File: src/rtl/swdiv_pkg.sv
package swdiv_pkg;
  localparam int unsigned PRESC_LOW = 8;
  localparam int unsigned SWAL_W    = 3;

  // main count with zero lifted to one
  function automatic int unsigned eff_main(input int unsigned m);
    return (m == 0) ? 1 : m;
  endfunction

  // swallow count clipped to the effective main count
  function automatic int unsigned eff_swallow(input int unsigned m, input int unsigned w);
    int unsigned me;
    me = eff_main(m);
    return (w > me) ? me : w;
  endfunction

  // input cycles per output period
  function automatic int unsigned period_len(input int unsigned m, input int unsigned w);
    return eff_main(m) * PRESC_LOW + eff_swallow(m, w);
  endfunction
endpackage

File: src/rtl/swdiv_core45.sv
module swdiv_core45 (
  input  logic clk,
  input  logic rst,
  input  logic ext_mc,
  output logic core_wrap,
  output logic ff1_q,
  output logic ff3_q
);
  logic q1, q2, q3;

  always_ff @(posedge clk) begin
    if (rst) begin
      q1 <= 1'b0;
      q2 <= 1'b0;
      q3 <= 1'b0;
    end else begin
      q1 <= ~(q2 | q3);
      q2 <= q1;
      q3 <= q2 & ext_mc;
    end
  end

  // last state of a core cycle: second flop high, first low
  assign core_wrap = q2 & ~q1;
  assign ff1_q     = q1;
  assign ff3_q     = q3;


  legal_state_chk: assert property (@(posedge clk) disable iff (rst)
    !(ff1_q && ff3_q));
endmodule

File: src/rtl/swdiv_prescaler89.sv
module swdiv_prescaler89 (
  input  logic clk,
  input  logic rst,
  input  logic mod_sel,
  output logic pre_evt
);
  logic half_q;
  logic nand_n;
  logic core_mc;
  logic core_wrap;
  logic ff1_q, ff3_q;

  assign nand_n  = ~(half_q & mod_sel);
  assign core_mc = ~nand_n;

  swdiv_core45 u_core (
    .clk      (clk),
    .rst      (rst),
    .ext_mc   (core_mc),
    .core_wrap(core_wrap),
    .ff1_q    (ff1_q),
    .ff3_q    (ff3_q)
  );

  always_ff @(posedge clk) begin
    if (rst)            half_q <= 1'b0;
    else if (core_wrap) half_q <= ~half_q;
  end

  assign pre_evt = core_wrap & half_q;

  // checker state: spacing between prescaler events
  logic [3:0] gap_cnt;
  logic       seen_evt;
  logic       last_long;
  always_ff @(posedge clk) begin
    if (rst) begin
      gap_cnt   <= '0;
      seen_evt  <= 1'b0;
      last_long <= 1'b0;
    end else if (pre_evt) begin
      gap_cnt   <= '0;
      seen_evt  <= 1'b1;
      last_long <= mod_sel;
    end else if (gap_cnt != 4'hF) begin
      gap_cnt   <= gap_cnt + 4'd1;
    end
  end


  long_cycle_chk: assert property (@(posedge clk) disable iff (rst)
    (pre_evt && seen_evt && last_long) |-> (gap_cnt == 4'd8));

  short_cycle_chk: assert property (@(posedge clk) disable iff (rst)
    (pre_evt && seen_evt && !last_long) |-> (gap_cnt == 4'd7));

  hold_extra_chk: assert property (@(posedge clk) disable iff (rst)
    (pre_evt && mod_sel) |=> (!ff1_q && ff3_q));
endmodule

File: src/rtl/swdiv_swallow_ctrl.sv
module swdiv_swallow_ctrl #(
  parameter int S_W = 6
) (
  input  logic                           clk,
  input  logic                           rst,
  input  logic                           pre_evt,
  input  logic [S_W-1:0]                 main_set,
  input  logic [swdiv_pkg::SWAL_W-1:0]   swal_set,
  output logic                           mod_sel,
  output logic                           at_bound
);
  import swdiv_pkg::*;

  logic [S_W-1:0] main_rem, swal_rem;
  logic [S_W-1:0] main_ld, swal_ld;
  logic [S_W-1:0] main_base, swal_base;
  logic           upcoming_long;

  assign main_ld = S_W'(eff_main(32'(main_set)));
  assign swal_ld = S_W'(eff_swallow(32'(main_set), 32'(swal_set)));

  assign at_bound      = pre_evt & (main_rem == '0);
  assign main_base     = at_bound ? main_ld : main_rem;
  assign swal_base     = at_bound ? swal_ld : swal_rem;
  assign upcoming_long = (swal_base != '0);
  assign mod_sel       = upcoming_long;

  always_ff @(posedge clk) begin
    if (rst) begin
      main_rem <= '0;
      swal_rem <= '0;
    end else if (pre_evt) begin
      main_rem <= main_base - S_W'(1);
      swal_rem <= swal_base - (upcoming_long ? S_W'(1) : S_W'(0));
    end
  end


  swal_within_main_chk: assert property (@(posedge clk) disable iff (rst)
    swal_rem <= main_rem);

  hold_between_evt_chk: assert property (@(posedge clk) disable iff (rst)
    !$past(pre_evt) |-> ($stable(main_rem) && $stable(swal_rem)));
endmodule

File: src/rtl/swallow_divider.sv
module swallow_divider #(
  parameter int S_W = 6
) (
  input  logic                         clk,
  input  logic                         rst,
  input  logic [S_W-1:0]               mod_count,
  input  logic [swdiv_pkg::SWAL_W-1:0] swallow_count,
  output logic                         div_out
);
  import swdiv_pkg::*;

  localparam int LEN_W = S_W + 4;

  logic pre_evt;
  logic mod_sel;
  logic at_bound;

  swdiv_prescaler89 u_presc (
    .clk    (clk),
    .rst    (rst),
    .mod_sel(mod_sel),
    .pre_evt(pre_evt)
  );

  swdiv_swallow_ctrl #(.S_W(S_W)) u_ctrl (
    .clk     (clk),
    .rst     (rst),
    .pre_evt (pre_evt),
    .main_set(mod_count),
    .swal_set(swallow_count),
    .mod_sel (mod_sel),
    .at_bound(at_bound)
  );

  always_ff @(posedge clk) begin
    if (rst) div_out <= 1'b0;
    else     div_out <= at_bound;
  end

  // checker state: period length against the loaded ratio
  logic [LEN_W-1:0] cyc_cnt;
  logic [LEN_W-1:0] exp_len;
  logic             have_prev;
  always_ff @(posedge clk) begin
    if (rst) begin
      cyc_cnt   <= '0;
      exp_len   <= '0;
      have_prev <= 1'b0;
    end else if (at_bound) begin
      cyc_cnt   <= '0;
      exp_len   <= LEN_W'(period_len(32'(mod_count), 32'(swallow_count)));
      have_prev <= 1'b1;
    end else if (cyc_cnt != '1) begin
      cyc_cnt   <= cyc_cnt + LEN_W'(1);
    end
  end


  period_len_chk: assert property (@(posedge clk) disable iff (rst)
    (at_bound && have_prev) |-> (cyc_cnt == exp_len - LEN_W'(1)));

  pulse_width_chk: assert property (@(posedge clk) disable iff (rst)
    div_out |=> !div_out);

  reset_quiet_chk: assert property (@(posedge clk)
    rst |=> !div_out);
endmodule

File: config.mk
export PLATFORM = sky130hd
export DESIGN_NAME = swallow_divider
export DESIGN_NICKNAME = d
export VERILOG_FILES = /design/src/rtl/swdiv_pkg.sv /design/src/rtl/swdiv_core45.sv /design/src/rtl/swdiv_prescaler89.sv /design/src/rtl/swdiv_swallow_ctrl.sv /design/src/rtl/swallow_divider.sv
export SDC_FILE = /design/constraint.sdc
export NUM_CORES = 1
export LEC_CHECK = 0
export ABC_AREA = 1
export BUFFER_PORTS_ARGS = -buffer_cell sky130_fd_sc_hd__buf_2
export CAP_MARGIN = 20
export CORE_UTILIZATION = 58
export CTS_BUF_LIST = sky130_fd_sc_hd__clkbuf_4
export DETAILED_ROUTE_END_ITERATION = 8
export MAX_ROUTING_LAYER = met4
export PLACE_DENSITY = 0.9
export SLEW_MARGIN = 0
export SYNTH_ARGS = -nofsm -noshare
export SYNTH_HDL_FRONTEND = slang
export SYNTH_SLANG_ARGS = --single-unit
File: constraint.sdc
create_clock -name clk -period 2.8 [get_ports clk]
set_input_delay 0 -clock clk [delete_from_list [all_inputs] [get_ports clk]]
set_output_delay 0 -clock clk [all_outputs]
set_load 0.02 [all_outputs]
==> results by group, run 1 <==
Status
  • Status: completed

CTS
  • Clock Pin Slew Worst Setup and Hold Paths: about 0.1 ns
  • Clock tree buffer depth: 2
  • Root Buffer: clkbuf_4
  • CTS buffer count: 3
  • Postcts setup bufs: 0
  • CTS tree: built
  • Cts repair resizes: 0
  • Clk Latency, worst-skew pair: roughly 0.30 ns
  • CTS Sinks: 17
  • H-tree depth: 1
  • Hold buffers post-CTS: 1

Cells and area
  • Util after Layout: 66.3%
  • Layout cells sized above 1: about 22%
  • Fin cells: about 210
  • Area growth syn-to-layout: 8.46%
  • Multi-input combinational cell area: 704 sq um
  • FF/Latch Area: between 300 and 400 sq um
  • Nets@finish: 205
  • Final instance area: 1300 sq um
  • Filler instances: roughly 180
  • ANT cells: 0

Setup path
  • Top delay family on crit path: simple AND/OR/NAND/NOR gates
  • Cell Chain, Critical Path: buf_2 -> inv_1 -> nand2_1 -> o21ai_1 -> ha_1 -> inv_1 -> nor2_1 -> nor2_2 -> nand2_1 -> o211ai_1 -> nand3_1 -> nor2_1 -> inv_1 -> ha_1 -> ha_1 -> inv_1 -> nor2_2 -> nand3b_1 -> nand2_1 -> inv_1
  • Critical path's most frequent cell: inv_1
  • CP Capture Type: register
  • Worst path max stage delay: between 0.2 and 0.3 ns
  • CP bufs+invs: 6
  • CP max-delay cell: ha_1
  • Critical path class: input port to register
  • CP Data Required Time: ~3 ns
  • Crit path DAT: about 2.8 ns
  • Crit Path Max Fanout: 5
  • CP startpoint kind: input port

Detailed routing
  • Routed Wire Length: ~2600 um
  • Post-DR vias/cell: around 5.3
  • DR DRC count: 0
  • Starting DRT DRC Count: 40
  • Drt wl/cell: 12.1 um
  • First-pass detailed-route iteration total: 4
  • DR vias: 1122
  • Detail Route Antenna Nets: 0

Placement
  • Port-buffer cells: 11
  • Dpl hpwl: 2080 um
  • Setup WS pre-CTS: approximately 0.023 ns
  • Placed inst area: about 1300 sq um
  • Cells after DPL: ~210
  • Routability Congestion: 0.929

Synth
  • Post-synthesis compound-gate area fraction: a little under an eighth
  • YS warnings: 0
  • Adder-Cell Fraction of Synth Area: ~7.3%
  • FF+latch count, synth: 17
  • Yosys cell types: 29
  • Sequential element share of the synthesized area: approximately 28%
  • Post-synthesis simple-gate area fraction: around two fifths
  • Largest family of logic cells by synthesized area: simple AND/OR/NAND/NOR gates
  • Mux contribution to synthesized area: 0%
  • Synthesized instance count: 172
  • Syn_area_per_cell: ~7.0 sq um
  • Post-Synth XOR/XNOR Area: less than 1%
  • Post-synth net total: 190
  • Mapped cell area: 1200 sq um

STA
  • Final setup fails: 0
  • Final setup margin: 0.216 ns
  • Max Clock Freq: ~390 MHz
  • Worst-Margin Slew: 0.615 ns
  • Setup Skew: about 0.0091 ns
  • Final Cycle Share: around 92%
  • Hold Vio Cnt, Final: 0
  • Slew headroom: 58.7%
  • RSZ-0062 raised after global routing: false
  • Crit path time final: 2.58 ns
  • Max-slew violation count: 0
  • Setup Total Neg Slack: 0 ns

Flow run
  • Max-cap check violation count: 0

Power
  • Power Dens Cells: 358 nW/um^2
  • Combinational power share: 16.5%
  • Switching power: about 0.14 mW
  • Pint: between 0.3 and 0.4 mW
  • Clock power share: a little under 30%
  • Reg power frac: a little over half
  • Leakage: between 0.6 and 0.7 nW
  • Peak supply drop: roughly 0.00022 V
  • Switching part of the total: 29.8%

Floorplan
  • Die Span Y: between 40 and 50 um
  • DIE WIDTH: 47.5 um
  • Full die area: approximately 2300 sq um
  • I/O pin total: 12
  • Initial core utilization: between 60% and 70%
  • Row cnt: 16
  • Core Area: between 1500 and 2000 sq um

Global routing
  • Total gr overflow: 0
  • Initial antenna violation count: 0
  • Number of global-route vias before repair: 1035
  • Largest net degree at the start of global routing: 12
  • GRT Util Overall: between 20 and 30%
  • First-pass GRT wire length: between 3000 and 4000 um

Min path
  • Worst Hold Class: input port to register
[layout make-up]
cell class              instances  area share [%]
clock buffers                   3            1.73
clock inverters                 1           0.385
inverters                      33            9.91
multi-input cells             120            54.2
flip-flops and latches         17            26.2
well taps                      27            2.60
repair buffers                 12            5.00
[layout by cell type, fill, tap and decap left out]
master	count
ha_1	7
nor2_8	1
inv_2	4
o21bai_1	1
o21bai_2	1
nand3b_1	1
nand2_4	2
nor2_2	6
inv_1	28
inv_6	1
and2_1	1
nor3_1	6
dlygate4sd3_1	1
a21oi_1	5
xor2_1	1
nand2_2	4
nand3_2	2
o21ai_1	1
nand2_1	37
a22o_1	1
o22ai_1	2
nor2_1	19
o21ai_4	3
nand3_1	14
o211ai_1	1
buf_2	11
nand3_4	1
clkbuf_4	3
o21ai_0	3
dfxtp_1	17
clkinv_2	1
[state kept, by name, summed over array words and instances (netlist names)]
register,flops
u_ctrl.main_rem,6
u_ctrl.swal_rem,6
div_out,1
u_presc.half_q,1
u_presc.u_core.ff1_q,1
u_presc.u_core.ff3_q,1
u_presc.u_core.q2,1
[Yosys cell counts (all sizes together)]
cell    number  area [sq um]
nand3b       1          7.51
nand3       17           108
nor2        26           129
dfxtp       17           340
o21ai        7          68.8
nor3         6          30.0
nand2       43           186
and2         1          6.26
a22o         1          8.76
xor2         1          8.76
o211ai       1          7.51
o21bai       2          18.8
inv         33           129
o22ai        2          12.5
a21oi        5          25.0
ha           7          87.6
buf          2          25.0
[final timing paths]
check                                  startpoint                              end  slack, ns  cells after the start
hold reg to reg   u_presc.u_core.ff3_q$_SDFF_PP0_  u_presc.u_core.ff1_q$_SDFF_PP0_       0.40                      1
setup reg to reg  u_ctrl.main_rem[0]$_SDFFE_PP0P_  u_ctrl.swal_rem[2]$_SDFFE_PP0P_       0.39                     15
hold / removal                       mod_count[5]  u_ctrl.main_rem[5]$_SDFFE_PP0P_       0.15                      5
setup / recovery                     mod_count[1]  u_ctrl.swal_rem[2]$_SDFFE_PP0P_       0.22                     20
[worst register-to-register path, stage by stage, from the launching register on]
cell      delay [ns]
dfxtp_1         0.35
nor2_1          0.14
nand3_2         0.14
nor2_8          0.20
nor2_1          0.12
nor3_1          0.22
nand3_1         0.10
nor2_1          0.18
inv_1           0.10
ha_1            0.20
ha_1            0.17
inv_1           0.08
nor2_2          0.06
nand3b_1        0.15
nand2_1         0.06
inv_1           0.03
[metrics by stage]
| step | total power, mW | hold WS, ns |
|---|---|---|
| after floorplan | 0.310 | 0.239 |
| after global placement | 0.324 | 0.280 |
| after detailed placement | 0.330 | 0.286 |
| after CTS | 0.467 | 0.152 |
| after global routing | 0.483 | 0.189 |
| final | 0.466 | 0.151 |
[cells by family (layout without fill, tap and decap cells)]
kind of cell	Yosys count	count (layout)
AND/OR/NAND/NOR	94	94
buffers and inverters	35	49
AO/OA/AOI/OAI	18	18
flip-flops	17	17
adder cells (fa/ha/maj)	7	7
XOR/XNOR	1	1
[routing by layer]
| layer | up-vias | track usage, % | wire, um |
|---|---|---|---|
| li1 | 570 | - | - |
| met1 | 514 | 27.3 | 1090 |
| met2 | 36 | 46.6 | 1340 |
| met3 | 2 | 3.40 | 137 |
| met4 | 0 | 13.7 | 14 |
| met5 | - | - | 0 |
[power by group through the flow]
| stage | clock network [mW] | logic (mW) | registers, mW |
|---|---|---|---|
| 4_1_cts | 0.141 | 0.0759 | 0.250 |
| 5_1_grt | 0.147 | 0.0852 | 0.251 |
| 3_3_place_gp | 0 | 0.0689 | 0.255 |
| 3_5_place_dp | 0 | 0.0741 | 0.256 |
| 6_report | 0.139 | 0.0769 | 0.250 |
| 2_1_floorplan | 0 | 0.0546 | 0.255 |
(Power assumes the default switching activity.)
==> inputs of run 2 (changes only) <==
CORE_MARGIN = 5   (was not set)
PLACE_DENSITY = 0.78   (was 0.9)
==> run 2 against run 1 <==
Effect of this change:
- critical path depth shrank 5
- global-route usage down 7.3 points
- sequential power barely moved
- clock power hardly changed
- utilization grew 0.38 points
- critical endpoint unchanged
- highest routed layer is now met3
==> results by group, run 2 (synthesis gave the netlist of run 1 again) <==
Status
  • Status: completed

STA
  • RSZ-0062 raised after global routing: false
  • Final Cycle Share: 84.7%
  • Setup Skew: 0.00602 ns
  • Final setup margin: approximately 0.43 ns
  • Crit path time final: 2.37 ns
  • Hold_ws: 0.122 ns
  • Max Clock Freq: between 400 and 500 MHz
  • Slew headroom: 60.8%
  • Worst-Margin Slew: about 0.6 ns
  • Hold Vio Cnt, Final: 0
  • Max-slew violation count: 0
  • Final setup fails: 0
  • Setup Total Neg Slack: 0 ns

Placement
  • Port-buffer cells: 11
  • Setup WS pre-CTS: 0.194 ns
  • Cells after DPL: ~210
  • Dpl hpwl: ~1900 um
  • Placed inst area: 1270 sq um
  • Routability Congestion: ~0.83

Floorplan
  • Core Area: around 2000 sq um
  • I/O pin total: 12
  • Full die area: between 3000 and 4000 sq um
  • Die Span Y: about 55 um
  • Initial core utilization: about three fifths
  • Row cnt: 16
  • DIE WIDTH: between 50 and 60 um

Setup path
  • Crit Path Max Fanout: 8
  • Crit path DAT: between 2 and 3 ns
  • Critical path class: register to register
  • CP Capture Type: register
  • CP startpoint kind: register
  • CP Data Required Time: ~3.0 ns

CTS
  • Hold buffers post-CTS: 1
  • CTS buffer count: 3
  • Postcts setup bufs: 0
  • Clock Pin Slew Worst Setup and Hold Paths: 0.11 ns
  • CTS tree: built
  • Clk Latency, worst-skew pair: 0.31 ns
  • H-tree depth: 1
  • Cts repair resizes: 0
  • CTS Sinks: 17
  • Clock tree buffer depth: 2
  • Root Buffer: clkbuf_4

Cells and area
  • Layout cells sized above 1: 21.9%
  • Fin cells: around 210
  • Util after Layout: between 60% and 70%
  • Most frequent cells in the layout: 37 x nand2_1, 28 x inv_1, 19 x nor2_1
  • Top Registers: u_ctrl.main_rem: 6 flops, u_ctrl.swal_rem: 6 flops
  • Area growth syn-to-layout: 9.08%
  • Final instance area: between 1000 and 1500 sq um
  • Commonest non-fill, non-tap cell in the layout: nand2_1
  • Nets@finish: a little over 200
  • ANT cells: 0

Detailed routing
  • DR DRC count: 0
  • Post-DR vias/cell: between 5 and 6
  • Starting DRT DRC Count: 24
  • Drt wl/cell: 11.7 um
  • First-pass detailed-route iteration total: 6
  • Routed Wire Length: approximately 2500 um
  • DR vias: between 1000 and 1500
  • Detail Route Antenna Nets: 0

Power
  • Peak supply drop: approximately 0.00032 V
  • Leakage: around 0.64 nW
  • Power Dens Cells: 356 nW/um^2
  • Power Total: about 0.47 mW

Flow run
  • Max-cap check violation count: 0

Global routing
  • First-pass GRT wire length: roughly 4500 um
  • Busiest layer in global routing: met2
  • Total gr overflow: 0
  • Largest net degree at the start of global routing: 12
  • Initial antenna violation count: 0
  • GR Util met3: just over 5%
  • Number of global-route vias before repair: roughly 1100
  • Met1 GRT Util: 20.9%
  • Met2 Use GR: between 30% and 40%
  • GRT Util Overall: 18.6%

Min path
  • Worst Hold Class: input port to register
run 2: changes by cell type in the layout (fill, tap and decap cells not counted), sizes merged:
cell | previous run | this run
buf | 11 | 12
run 2: final timing paths:
kind	start	depth (start not counted)	slack (ns)	endpoint
hold reg to reg	u_presc.u_core.ff3_q$_SDFF_PP0_	1	0.40	u_presc.u_core.ff1_q$_SDFF_PP0_
setup / recovery	u_ctrl.main_rem[0]$_SDFFE_PP0P_	15	0.43	u_ctrl.swal_rem[2]$_SDFFE_PP0P_
setup reg to reg	u_ctrl.main_rem[0]$_SDFFE_PP0P_	15	0.43	u_ctrl.swal_rem[2]$_SDFFE_PP0P_
hold / removal	mod_count[4]	5	0.12	u_ctrl.main_rem[4]$_SDFFE_PP0P_
run 2: cell type report:
cell class	instances	area [sq um]
clock buffers	3	22.5
fillers	185	654
inverters	33	129
flip-flops and latches	17	340
well taps	27	33.8
repair buffers	13	72.6
clock inverters	1	5.00
multi-input cells	120	704
run 2: where the power goes:
part | switching [mW] | internal, mW
registers | 0.00381 | 0.246
clock network | 0.0866 | 0.0534
logic | 0.0474 | 0.0286
run 2: per-layer routing:
| layer | vias to the layer above | share of wire, % |
|---|---|---|
| met5 | - | 0 |
| met4 | 0 | 0 |
| met2 | 26 | 50 |
| met3 | 0 | 5.6 |
| li1 | 570 | - |
| met1 | 508 | 44 |
run 2: worst max-delay path, stage by stage, from the launching register on:
cell	delay [ns]
dfxtp_1	0.35
nor2_1	0.14
nand3_2	0.14
nor2_8	0.19
nor2_1	0.11
nor3_1	0.21
nand3_1	0.09
nor2_1	0.19
inv_1	0.11
ha_1	0.20
ha_1	0.18
inv_1	0.08
nor2_2	0.05
nand3b_1	0.15
nand2_1	0.06
inv_1	0.04
